$ cat src/rtl/opsh_pkg.sv
package opsh_pkg;
  typedef enum logic [2:0] {
    SK_LSL  = 3'd0,
    SK_LSR  = 3'd1,
    SK_ASL  = 3'd2,
    SK_ASR  = 3'd3,
    SK_ROR  = 3'd4,
    SK_RRX  = 3'd5,
    SK_PAS6 = 3'd6,
    SK_PAS7 = 3'd7
  } shift_kind_e;

  typedef enum logic [1:0] {
    FILL_ZERO = 2'd0,
    FILL_SIGN = 2'd1,
    FILL_WRAP = 2'd2
  } fill_e;
endpackage

$ cat src/rtl/opsh_right_unit.sv
module opsh_right_unit #(
  parameter int W  = 32,
  parameter int SW = $clog2(W)
) (
  input  logic [W-1:0]   din,
  input  logic [SW-1:0]  amt,
  input  opsh_pkg::fill_e mode,
  output logic [W-1:0]   dout
);
  import opsh_pkg::*;

  always_comb begin
    logic [W-1:0] v;
    v = din;
    for (int k = 0; k < SW; k++) begin
      if (amt[k]) begin
        case (mode)
          FILL_SIGN: v = W'($signed(v) >>> (1 << k));
          FILL_WRAP: v = (v >> (1 << k)) | (v << (W - (1 << k)));
          default:   v = v >> (1 << k);
        endcase
      end
    end
    dout = v;
  end
endmodule

$ cat src/rtl/opsh_left_unit.sv
module opsh_left_unit #(
  parameter int W  = 32,
  parameter int SW = $clog2(W)
) (
  input  logic [W-1:0]  din,
  input  logic [SW-1:0] amt,
  output logic [W-1:0]  dout
);
  always_comb begin
    logic [W-1:0] v;
    v = din;
    for (int k = 0; k < SW; k++) begin
      if (amt[k]) v = v << (1 << k);
    end
    dout = v;
  end
endmodule

$ cat src/rtl/opsh_carry_pick.sv
module opsh_carry_pick #(
  parameter int W  = 32,
  parameter int SW = $clog2(W)
) (
  input  logic [W-1:0]  din,
  input  logic [SW-1:0] amt,
  input  logic          left,
  output logic          bit_out
);
  logic [SW-1:0] ridx;
  logic [SW-1:0] lidx;

  // last bit leaving: bit n-1 going right, bit W-n going left
  assign ridx    = amt - SW'(1);
  assign lidx    = SW'(0) - amt;
  assign bit_out = left ? din[lidx] : din[ridx];
endmodule

$ cat src/rtl/opsh_top.sv
module opsh_top #(
  parameter int W  = 32,
  parameter int SW = $clog2(W)
) (
  input  logic [W-1:0]  din,
  input  logic [2:0]    kind,
  input  logic [SW-1:0] amt,
  input  logic          cin,
  output logic [W-1:0]  dout,
  output logic          cout
);
  import opsh_pkg::*;

  shift_kind_e sk;
  fill_e       rmode;
  logic [W-1:0] left_v;
  logic [W-1:0] right_v;
  logic         edge_bit;
  logic         is_left;
  logic         zero_amt;

  assign sk       = shift_kind_e'(kind);
  assign is_left  = (sk == SK_LSL) || (sk == SK_ASL);
  assign zero_amt = (amt == '0);

  always_comb begin
    case (sk)
      SK_ASR:  rmode = FILL_SIGN;
      SK_ROR:  rmode = FILL_WRAP;
      default: rmode = FILL_ZERO;
    endcase
  end

  opsh_left_unit #(.W(W), .SW(SW)) u_left (
    .din(din), .amt(amt), .dout(left_v)
  );

  opsh_right_unit #(.W(W), .SW(SW)) u_right (
    .din(din), .amt(amt), .mode(rmode), .dout(right_v)
  );

  opsh_carry_pick #(.W(W), .SW(SW)) u_carry (
    .din(din), .amt(amt), .left(is_left), .bit_out(edge_bit)
  );

  always_comb begin
    dout = din;
    cout = cin;
    case (sk)
      SK_LSL, SK_ASL: if (!zero_amt) begin
        dout = left_v;
        cout = edge_bit;
      end
      SK_LSR, SK_ASR, SK_ROR: if (!zero_amt) begin
        dout = right_v;
        cout = edge_bit;
      end
      SK_RRX: begin
        dout = {cin, din[W-1:1]};
        cout = din[0];
      end
      default: begin
        dout = din;
        cout = cin;
      end
    endcase
  end
endmodule

$ cat config.mk
export PLATFORM = sky130hd
export DESIGN_NAME = opsh_top
export DESIGN_NICKNAME = d
export VERILOG_FILES = /design/src/rtl/opsh_pkg.sv /design/src/rtl/opsh_right_unit.sv /design/src/rtl/opsh_left_unit.sv /design/src/rtl/opsh_carry_pick.sv /design/src/rtl/opsh_top.sv
export SDC_FILE = /design/constraint.sdc
export NUM_CORES = 1
export LEC_CHECK = 0
export BUFFER_PORTS_ARGS = -buffer_cell sky130_fd_sc_hd__buf_4
export CORE_ASPECT_RATIO = 1.75
export CORE_UTILIZATION = 35
export DETAILED_ROUTE_END_ITERATION = 12
export PLACE_DENSITY = 0.64
export SYNTH_ARGS = -nofsm -noshare
export SYNTH_HDL_FRONTEND = slang
export SYNTH_SLANG_ARGS = --single-unit
$ cat constraint.sdc
create_clock -name vclk -period 3.74
set_input_delay 0.374 -clock vclk [all_inputs]
set_output_delay 0.374 -clock vclk [all_outputs]
set_load 0.02 [all_outputs]
* Word level (Yosys, flattened, before mapping)
Cells that the tools add are included.
Word-level totals: register bits after elaboration 0, latch bits 0, bits in writable memories 0, memory bits (read-only) 0, input bits 41, output and inout port bits 33, word-level logic and storage cells 48, memories kept 0
Operators by class: add/sub/neg operators 2, $mul 0, div/mod/pow operators 0, magnitude comparators 2, equality and inequality tests 7, shifts and indexed selects 0, muxes and demuxes 26, bitwise logic cells 5, reductions and logical operators 6
Operator list (count):
- 32-bit two-way mux | 12
- 32-bit case mux with 2 select lines | 5
- 32-bit case mux with 3 select lines | 1
- 16-bit by 32-bit OR with 32-bit output | 1
- 24-bit by 32-bit OR with 32-bit output | 1
- 28-bit by 32-bit OR with 32-bit output | 1
- 30-bit by 32-bit OR with 32-bit output | 1
- 31-bit by 32-bit OR with 32-bit output | 1
- 5-bit by 6-bit less-than comparator with 1-bit output, second input constant | 2
- 1-bit binary-select mux with 5-bit select | 2
- 3-bit by 2-bit equality test with 1-bit output, second input constant | 2
- 3-bit equality test, second input constant | 2
- 5-bit zero test | 1
- 5-bit OR reduction | 1
- 1-bit by 5-bit subtractor with 5-bit output, first input constant | 1
- 5-bit by 1-bit subtractor with 5-bit output, second input constant | 1
- 1-bit two-way mux | 4
- 2-bit case mux with 2 select lines | 1
- 3-bit by 1-bit equality test with 1-bit output, second input constant | 1
- 3-bit zero test | 1
- 3-bit OR reduction | 1
- 2-bit by 1-bit equality test with 1-bit output, second input constant | 1
- 2-bit equality test, second input constant | 1
- 1-bit case mux with 2 select lines | 1
- other kinds (2) | 2

* Longest topological paths before layout
Gate-level depths: netlist of the first run.
depth after elaboration 19, gate-level depth with buffers 16

* Cells and area by module
Synthesis of the first run repeated with hierarchy kept, for this count alone.
Unflattened totals: cell total of the unflattened synthesis 774, area total of the unflattened synthesis 6174.7 sq um
By module, submodules not included:
- opsh_right_unit | instances 1, cells an instance 346, area an instance 2549.9 sq um, seq. area each 0.0 sq um
- opsh_left_unit | instances 1, cells an instance 183, area an instance 1774.2 sq um, seq. area each 0.0 sq um
- opsh_top | instances 1, cells an instance 183, area an instance 1186.1 sq um, seq. area each 0.0 sq um
- opsh_carry_pick | instances 1, cells an instance 62, area an instance 664.4 sq um, seq. area each 0.0 sq um

* Least setup slack after synthesis of the first run
OpenSTA, ideal clock, no wires.
path kind input -> output, start input amt[1], end output dout[11], data arrival time 3.325 ns, data required time 3.366 ns, slack 0.041 ns, cell stages on the path 15, cell sequence buf_2 -> inv_1 -> buf_2 -> buf_2 -> buf_2 -> ha_1 -> nor3b_2 -> ha_1 -> clkbuf_1 -> inv_1 -> clkbuf_1 -> nand2_1 -> nor2_1 -> a222oi_1 -> o221ai_1
On the way: cells in the longest elaborated chain, start to end 12, elaborated cells on any way between the ends 18, those cells by class mux: 14; bitwise: 3; reduce/logical: 1
RTL lines:
- start, declared | RTL line opsh_top.sv:7 | input logic [SW-1:0] amt,
- 32-bit two-way mux | RTL line opsh_right_unit.sv:16 | if (amt[k]) begin
- 28-bit by 32-bit OR with 32-bit output | RTL line opsh_right_unit.sv:19 | FILL_WRAP: v = (v >> (1 << k)) | (v << (W - (1 << k)));
- 32-bit case mux with 2 select lines | RTL line opsh_right_unit.sv:17 | case (mode)
- 32-bit two-way mux | RTL line opsh_right_unit.sv:16
- 24-bit by 32-bit OR with 32-bit output | RTL line opsh_right_unit.sv:19
- 32-bit case mux with 2 select lines | RTL line opsh_right_unit.sv:17
- 32-bit two-way mux | RTL line opsh_right_unit.sv:16
- 16-bit by 32-bit OR with 32-bit output | RTL line opsh_right_unit.sv:19
- 32-bit case mux with 2 select lines | RTL line opsh_right_unit.sv:17
- 32-bit two-way mux | RTL line opsh_right_unit.sv:16
- 32-bit two-way mux | RTL line opsh_top.sv:54 | SK_LSR, SK_ASR, SK_ROR: if (!zero_amt) begin
- 32-bit case mux with 3 select lines (*) | RTL line opsh_top.sv:49 | case (sk)
- end, declared | RTL line opsh_top.sv:9 | output logic [W-1:0] dout,
Every way passes the cells marked *; elsewhere a longest branch is shown, timed or not.

* Final worst setup path of the first run
start input amt[0], end output cout
On the way: cells in the longest elaborated chain, start to end 6, elaborated cells on any way between the ends 10, those cells by class add/sub: 2; mux: 7; reduce/logical: 1
RTL lines:
- 5-bit by 1-bit subtractor with 5-bit output or 1-bit by 5-bit subtractor with 5-bit output (tied branches) | RTL line opsh_carry_pick.sv:14, opsh_carry_pick.sv:15
- 1-bit binary-select mux with 5-bit select | RTL line opsh_carry_pick.sv:16 | assign bit_out = left ? din[lidx] : din[ridx];
- 1-bit two-way mux (implied by the code) | RTL line opsh_carry_pick.sv:16
- 1-bit two-way mux | RTL line opsh_carry_pick.sv:16
- 1-bit two-way mux (*) | RTL line opsh_top.sv:50, opsh_top.sv:54
- 1-bit case mux with 2 select lines (*) | RTL line opsh_top.sv:49
- end, declared | RTL line opsh_top.sv:10 | output logic cout
Every way passes the cells marked *; elsewhere a longest branch is shown, timed or not. The select of a mux whose other input is x is not followed.

==> results of run 1 <==
## worst max path at each step
stage / end / cells past startpoint / startpoint
floorplan: dout[11] / 15 / amt[1]
global placement: cout / 9 / amt[0]
detailed placement: cout / 9 / amt[0]
CTS: cout / 9 / amt[0]
global route: dout[27] / 10 / amt[0]
finish: cout / 9 / amt[0]
## critical path: stages
cell and delay (ns):
buf_6 0.07, buf_4 0.22, buf_4 0.39, mux4_2 0.54, mux4_2 0.48, mux2i_1 0.41, o22ai_1 0.16, a221o_1 0.28
buf_4 0.16
## synth_stat cells, drive strengths merged (16+ instances only)
cell type    n  area (µm²)
a21oi       46         230
mux4       103        2320
nor3        16        80.1
nor2        86         323
mux2i       56         561
clkbuf      59         221
mux2        33         372
nand2       89         334
o21ai       59         295
nand3       17        85.1
buf         60         373
## cells by family (layout without fill, tap and decap cells)
group                      count (synthesis)  in the layout  share of synthesized area [%]
AOI/OAI and AO/OA                        254            254                           25.4
muxes                                    192            192                           47.7
buffers and inverters                    128            130                           9.21
and+or+nand+nor                          254            254                           16.8
xor gates and xnor gates                   4              4                          0.514
adders and majority gates                  2              2                          0.367
## power by group through the flow
| stage | Combinational, mW | Sequential [mW] | Clock (mW) |
|---|---|---|---|
| floorplan | 0.842 | 0 | 0 |
| global placement | 1.29 | 0 | 0 |
| detailed placement | 1.29 | 0 | 0 |
| CTS | 1.29 | 0 | 0 |
| global route | 1.38 | 0 | 0 |
| finish | 1.34 | 0 | 0 |
## placed cells by master (no fill, tap or decap), types with 4 or more instances in the layout
cell,n
mux2i_1,56
inv_1,4
mux4_2,103
a22oi_1,9
a21oi_1,46
and2_1,4
and3_1,8
a31oi_1,13
o21a_1,5
o21ai_0,58
nor2b_1,4
nand2_1,89
inv_2,4
a222oi_1,7
nand2b_1,8
nor3_1,16
o221ai_1,13
a2bb2oi_1,6
mux2_2,33
o31ai_1,5
a22o_1,4
nor2_1,86
nand3_1,17
o22ai_1,11
buf_4,117
o211ai_1,10
a211oi_1,12
a221oi_1,10
nand4_1,4
o2111ai_1,5
## area by class of cell
cell class                 instances  area (µm²)  area share (%)
inverter                           9        33.8           0.452
multi-input combinational        706        6190            82.8
tap                              241         302            4.03
timing repair buffer             121         950            12.7
## per-layer routing
layer  track usage, %  vias up  routed length (µm)
met2             59.8      772               17500
met1             44.3     4012               12100
met5                0        -                   0
met3             5.41      210                4170
met4             23.8        0                3190
li1                 -     3334                   -
==> impl_results.md, run 1 <==
* Maximum fanout along the worst path at 25
* Largest net degree at the start of global routing at between 70 and 80
* Switching power at between 0.7 and 0.8 mW
* All-Layer GR Usage at 36.7%
* Power share of the clock group at 0%
* Total negative slack at 0 ns
* Placed Cells at ~1,100
* Leakage at approximately 2.7 nW
* Final Util at around two fifths
* Cts repair resizes at 0
* Drt first pass iters at 7
* F_max at between 200 and 300 MHz
* Power Total at between 1 and 1.5 mW
* Critical Path AT at slightly above 3 ns
* Area delta synth->final at 9.63%
* Min cycle time layout at ~3.5 ns
* Die W at roughly 110 µm
* Slew Viols, Final at 0
* Initial antenna violation count at 0
* CP endpoint kind: output port
* Number of global-route vias before repair at slightly above 8,000
* Min-delay src: cin
* Final Instance Area at around 7500 µm²
* Routed WL at between 30 and 40 mm
* Pre-CTS setup slack at between 0.3 and 0.4 ns
* Slew margin rel. at between 40% and 50%
* Post-synth net total at between 800 and 900
* Worst Hold End: cout
* Tightest Hold Check Type: primary input to output port
* Cells after synthesis at approximately 830
* Final hold slack at roughly 1.1 ns
* Synthesized cell area at between 6000 and 7000 µm²
* Final ANT Viol Nets at 0
* First-pass GRT wire length at 54.1 mm
* Layout cells sized above 1 at 32.2%
* Die ar. at about 20,000 µm²
* Syn Area/Cell at about 8.2 µm²
* FF+latch area at 0 µm²
* Nets at between 800 and 900
* Post-DP HPWL at around 26 mm
* DR iter-0 viols at between 1,000 and 1,500
* Max Cap Viol at 0
* Average wire per standard cell at about 34 µm
* Finished Layout Cells at about 1,100
* Starting density of the core at around 36%
* Synth cell types at 76
* I/O Buffers at 74
* Final Wtd Congestion at about 1.0
* Dpl cell area at approximately 7500 µm²
* # IOs at 74
* Die Y at ~190 µm
* Via count at approximately 8,300
* YS warnings at 0
* DR vias/cell at 7.73
* Total core area at 19,100 µm²
* # clk buffers at 0
* Seq cells at 0
* Tcrit/Tclk final at between 90% and 100%
* # DRC at 0
* Hold Path Depth at 3
* Slew @ Worst Pin at roughly 0.83 ns
* Comb pwr share at 100.0%
* Cell Pwr Density at ~180 nW/µm²
* Status: finished, final reports clean
* Gr ovfl total at 0
* Setup CP Type: primary input to output port
* # Post-CTS Setup Buffers at 0
* Net Sw Frac at between 50 and 60%
* Reg power frac at 0%
* P_int at 0.545 mW
* Diode count at 0
* Hold_buf cts at 0
* Final Hold Vio Count at 0
* Fill cells at about 2,000
* Endpoints failing setup at 0
* Startpoint Class: primary input
* Post-synthesis sequential area ratio at 0%
* VDD IR max at approximately 130 µV
* Setup WS post-layout at ~0.27 ns
* RSZ-0062 raised after global routing: no
* Critical Path RT at 3.37 ns
* Site row count at 67
No activity file was read; power rests on OpenSTA's default activity.
==> run 2, diff against run 1 <==
--- a/config.mk
+++ b/config.mk
@@ -12,4 +12,5 @@
 export PLACE_DENSITY = 0.64
 export SYNTH_ARGS = -nofsm -noshare
 export SYNTH_HDL_FRONTEND = slang
+export SYNTH_HIERARCHICAL = 1
 export SYNTH_SLANG_ARGS = --single-unit
==> run 2 against run 1 <==
Compared with the run above: clock-buffer cell count did not move; critical path depth rose by 7; highest routed layer unchanged; total power fell by 2.3%; cell area fell by 0.69%; via count fell by 4.0%; worst setup slack got worse by 0.23 ns; routed wire length fell by 15%; core utilization rose by 4.3 points; largest cell class unchanged; maximum frequency fell by 6.3%; synthesized cell count fell by 7.2%; flip-flop and latch count did not move; synthesized area fell by 9.4%.
==> impl_results.md, run 2 <==
* Final ANT Viol Nets at 0
* I/O Buffers at 74
* Starting density of the core at between 30% and 40%
* Initial antenna violation count at 0
* Drt first pass iters at 5
* Number of global-route vias before repair at 7,680
* DR iter-0 viols at between 900 and 1,000
* Status: finished, final reports clean
* Via count at between 7,000 and 8,000
* Total core area at about 17,000 µm²
* Setup CP Type: primary input to output port
* VDD IR max at roughly 110 µV
* Startpoint Class: primary input
* # DRC at 0
* Routed WL at 31.2 mm
* First-pass GRT wire length at approximately 46 mm
* Final hold slack at 1.20 ns
* Max stage delay on crit path at approximately 0.44 ns
* Cell Pwr Density at about 180 nW/µm²
* Critical Path End: dout[9]
* RSZ-0062 raised after global routing: yes
* # clk buffers at 0
* Largest net degree at the start of global routing at 39
* Tcrit/Tclk final at between 90% and 100%
* Slowest cell on crit path: o41a_1
* Multi-input gate area at approximately 5700 µm²
* Seq cells at 0
* F_max at approximately 270 MHz
* Tightest Hold Check Type: primary input to output port
* DR vias/cell at roughly 7.3
* Fill cells at roughly 1,800
* Die Y at about 180 µm
* Maximum fanout along the worst path at 5
* Pre-CTS setup slack at -0.0287 ns
* Most common cell after layout, fill and taps aside: buf_4
* Post-DP HPWL at roughly 23 mm
* Max Cap Viol at 0
* Critical Path RT at 3.37 ns
* Gr ovfl total at 0
* Placed Cells at 1,082
* Setup WS post-layout at 0.0426 ns
* Most frequent cells in the layout: buf_4, o22ai_1, a21oi_1
* Sequence of cells on the critical path: buf_8, nor2b_4, and2_4, inv_2, ha_4, nand4b_1, a31oi_1, buf_4, o41a_1, buf_4, buf_4, a211oi_1, o21ai_0, o22ai_1, a21oi_1, buf_4
* Synth cell types at 77
* Site row count at 63
* Finished Layout Cells at between 1,000 and 1,500
* Critical Path AT at 3.32 ns
* FF+latch area at 0 µm²
* CP most frequent cell: buf_4
* Syn Area/Cell at 7.98 µm²
* Leakage at 2.78 nW
* Post-synthesis sequential area ratio at 0%
* All-Layer GR Usage at 34.1%
* Top cell type's share of synthesized area at between 20 and 25%
* CP startpoint: kind[0]
* Area delta synth->final at 20.2%
* Average wire per standard cell at about 29 µm
* Final Util at around 43%
* YS warnings at 6
* Endpoints failing setup at 0
* Area leader, netlist: mux4_2
* Final Wtd Congestion at roughly 1.0
* Post-synth net total at 819
* Final Hold Vio Count at 0
* Slew @ Worst Pin at a little under 0.8 ns
* Die ar. at 18,200 µm²
* # IOs at 74
* Layout cells sized above 1 at 34.0%
* Hold_buf cts at 0
* Most frequent cell after synthesis: o22ai_1
* Cells after synthesis at between 700 and 800
* Synthesized cell area at 6170 µm²
* Synth top cells by count: o22ai_1, a21oi_1, nand2_1
* Min-delay src: cin
* Slew Viols, Final at 0
* Slew margin rel. at 47.9%
* Nets at approximately 900
* Min cycle time layout at 3.70 ns
* CP endpoint kind: output port
* Die W at 102 µm
* Area contributors post-synth: mux4_2, o22ai_1, a21oi_1
run 2: cell types whose count changed in the layout (fill, tap and decap cells not counted), moves of 10 or more:
cell,delta
a21oi_1,+21
a22oi_1,+10
buf_4,+47
mux2i_1,-25
mux4_2,-44
nand2_1,-27
nor2_1,-35
o21ai_0,-24
o221ai_1,-12
o22ai_1,+61
o2bb2ai_1,+29
run 2: final cells by class:
cell class / count / area share (%)
Timing Repair Buffer: 172 / 18.3
Multi-Input combinational cell: 671 / 77.0
Antenna cell: 1 / 0.0337
Tap cell: 227 / 3.83
Inverter: 17 / 0.859
run 2: layer usage:
metal | up-vias | track usage (%) | part of all wire [%]
met4 | 0 | 28.3 | 10
met3 | 192 | 3.86 | 9.2
li1 | 3349 | - | -
met2 | 629 | 57.5 | 48
met5 | - | 0 | 0
met1 | 3821 | 37.6 | 33
run 2: worst min-delay path by stage:
stage	to	slack (ns)	cells past startpoint
after floorplan	dout[0]	0.95	2
after global placement	cout	1.19	4
after detailed placement	cout	1.18	4
after CTS	cout	1.18	4
after global routing	cout	1.20	4
final	cout	1.20	4
run 2: per-stage QoR:
| stage | total power [mW] | area, µm² | setup TNS (ns) |
|---|---|---|---|
| 2_1_floorplan | 0.772 | 6170 | 0 |
| 5_1_grt | 1.36 | 7420 | -0.0768 |
| 3_5_place_dp | 1.24 | 7290 | -0.0538 |
| 3_3_place_gp | 1.25 | 7290 | -0.00583 |
| 6_report | 1.31 | 7420 | 0 |
| 4_1_cts | 1.25 | 7290 | 0 |
run 2: cells by family (layout without fill, tap and decap cells):
family / after synthesis / count (layout) / synth area share [%]
buffers and inverters: 103 / 189 / 8.73
muxes: 130 / 130 / 36.2
AOI/OAI and AO/OA: 335 / 335 / 37.4
other: 0 / 1 / 0
adders and majority gates: 4 / 4 / 0.811
xor gates and xnor gates: 5 / 5 / 0.709
and+or+nand+nor: 197 / 197 / 16.1
run 2: what timing repair did:
item / in CTS / in global routing
buffers inserted: 0 / 5
pin swaps: 1 / 10
setup endpoints to repair: 2 / 19
resized for setup: 2 / 21
run 2: worst max-delay path: cells and delay by family:
family                   cells  cell delay, ns
adder cells (fa/ha/maj)      1            0.27
AO/OA/AOI/OAI                6            1.46
AND/OR/NAND/NOR              3            0.42
buffers and inverters        6            0.78
run 2: report_power, final:
| part | internal, mW | switching [mW] |
|---|---|---|
| Sequential | 0 | 0 |
| Combinational | 0.556 | 0.750 |
| Clock | 0.0000000113 | 0 |
| Total | 0.556 | 0.750 |
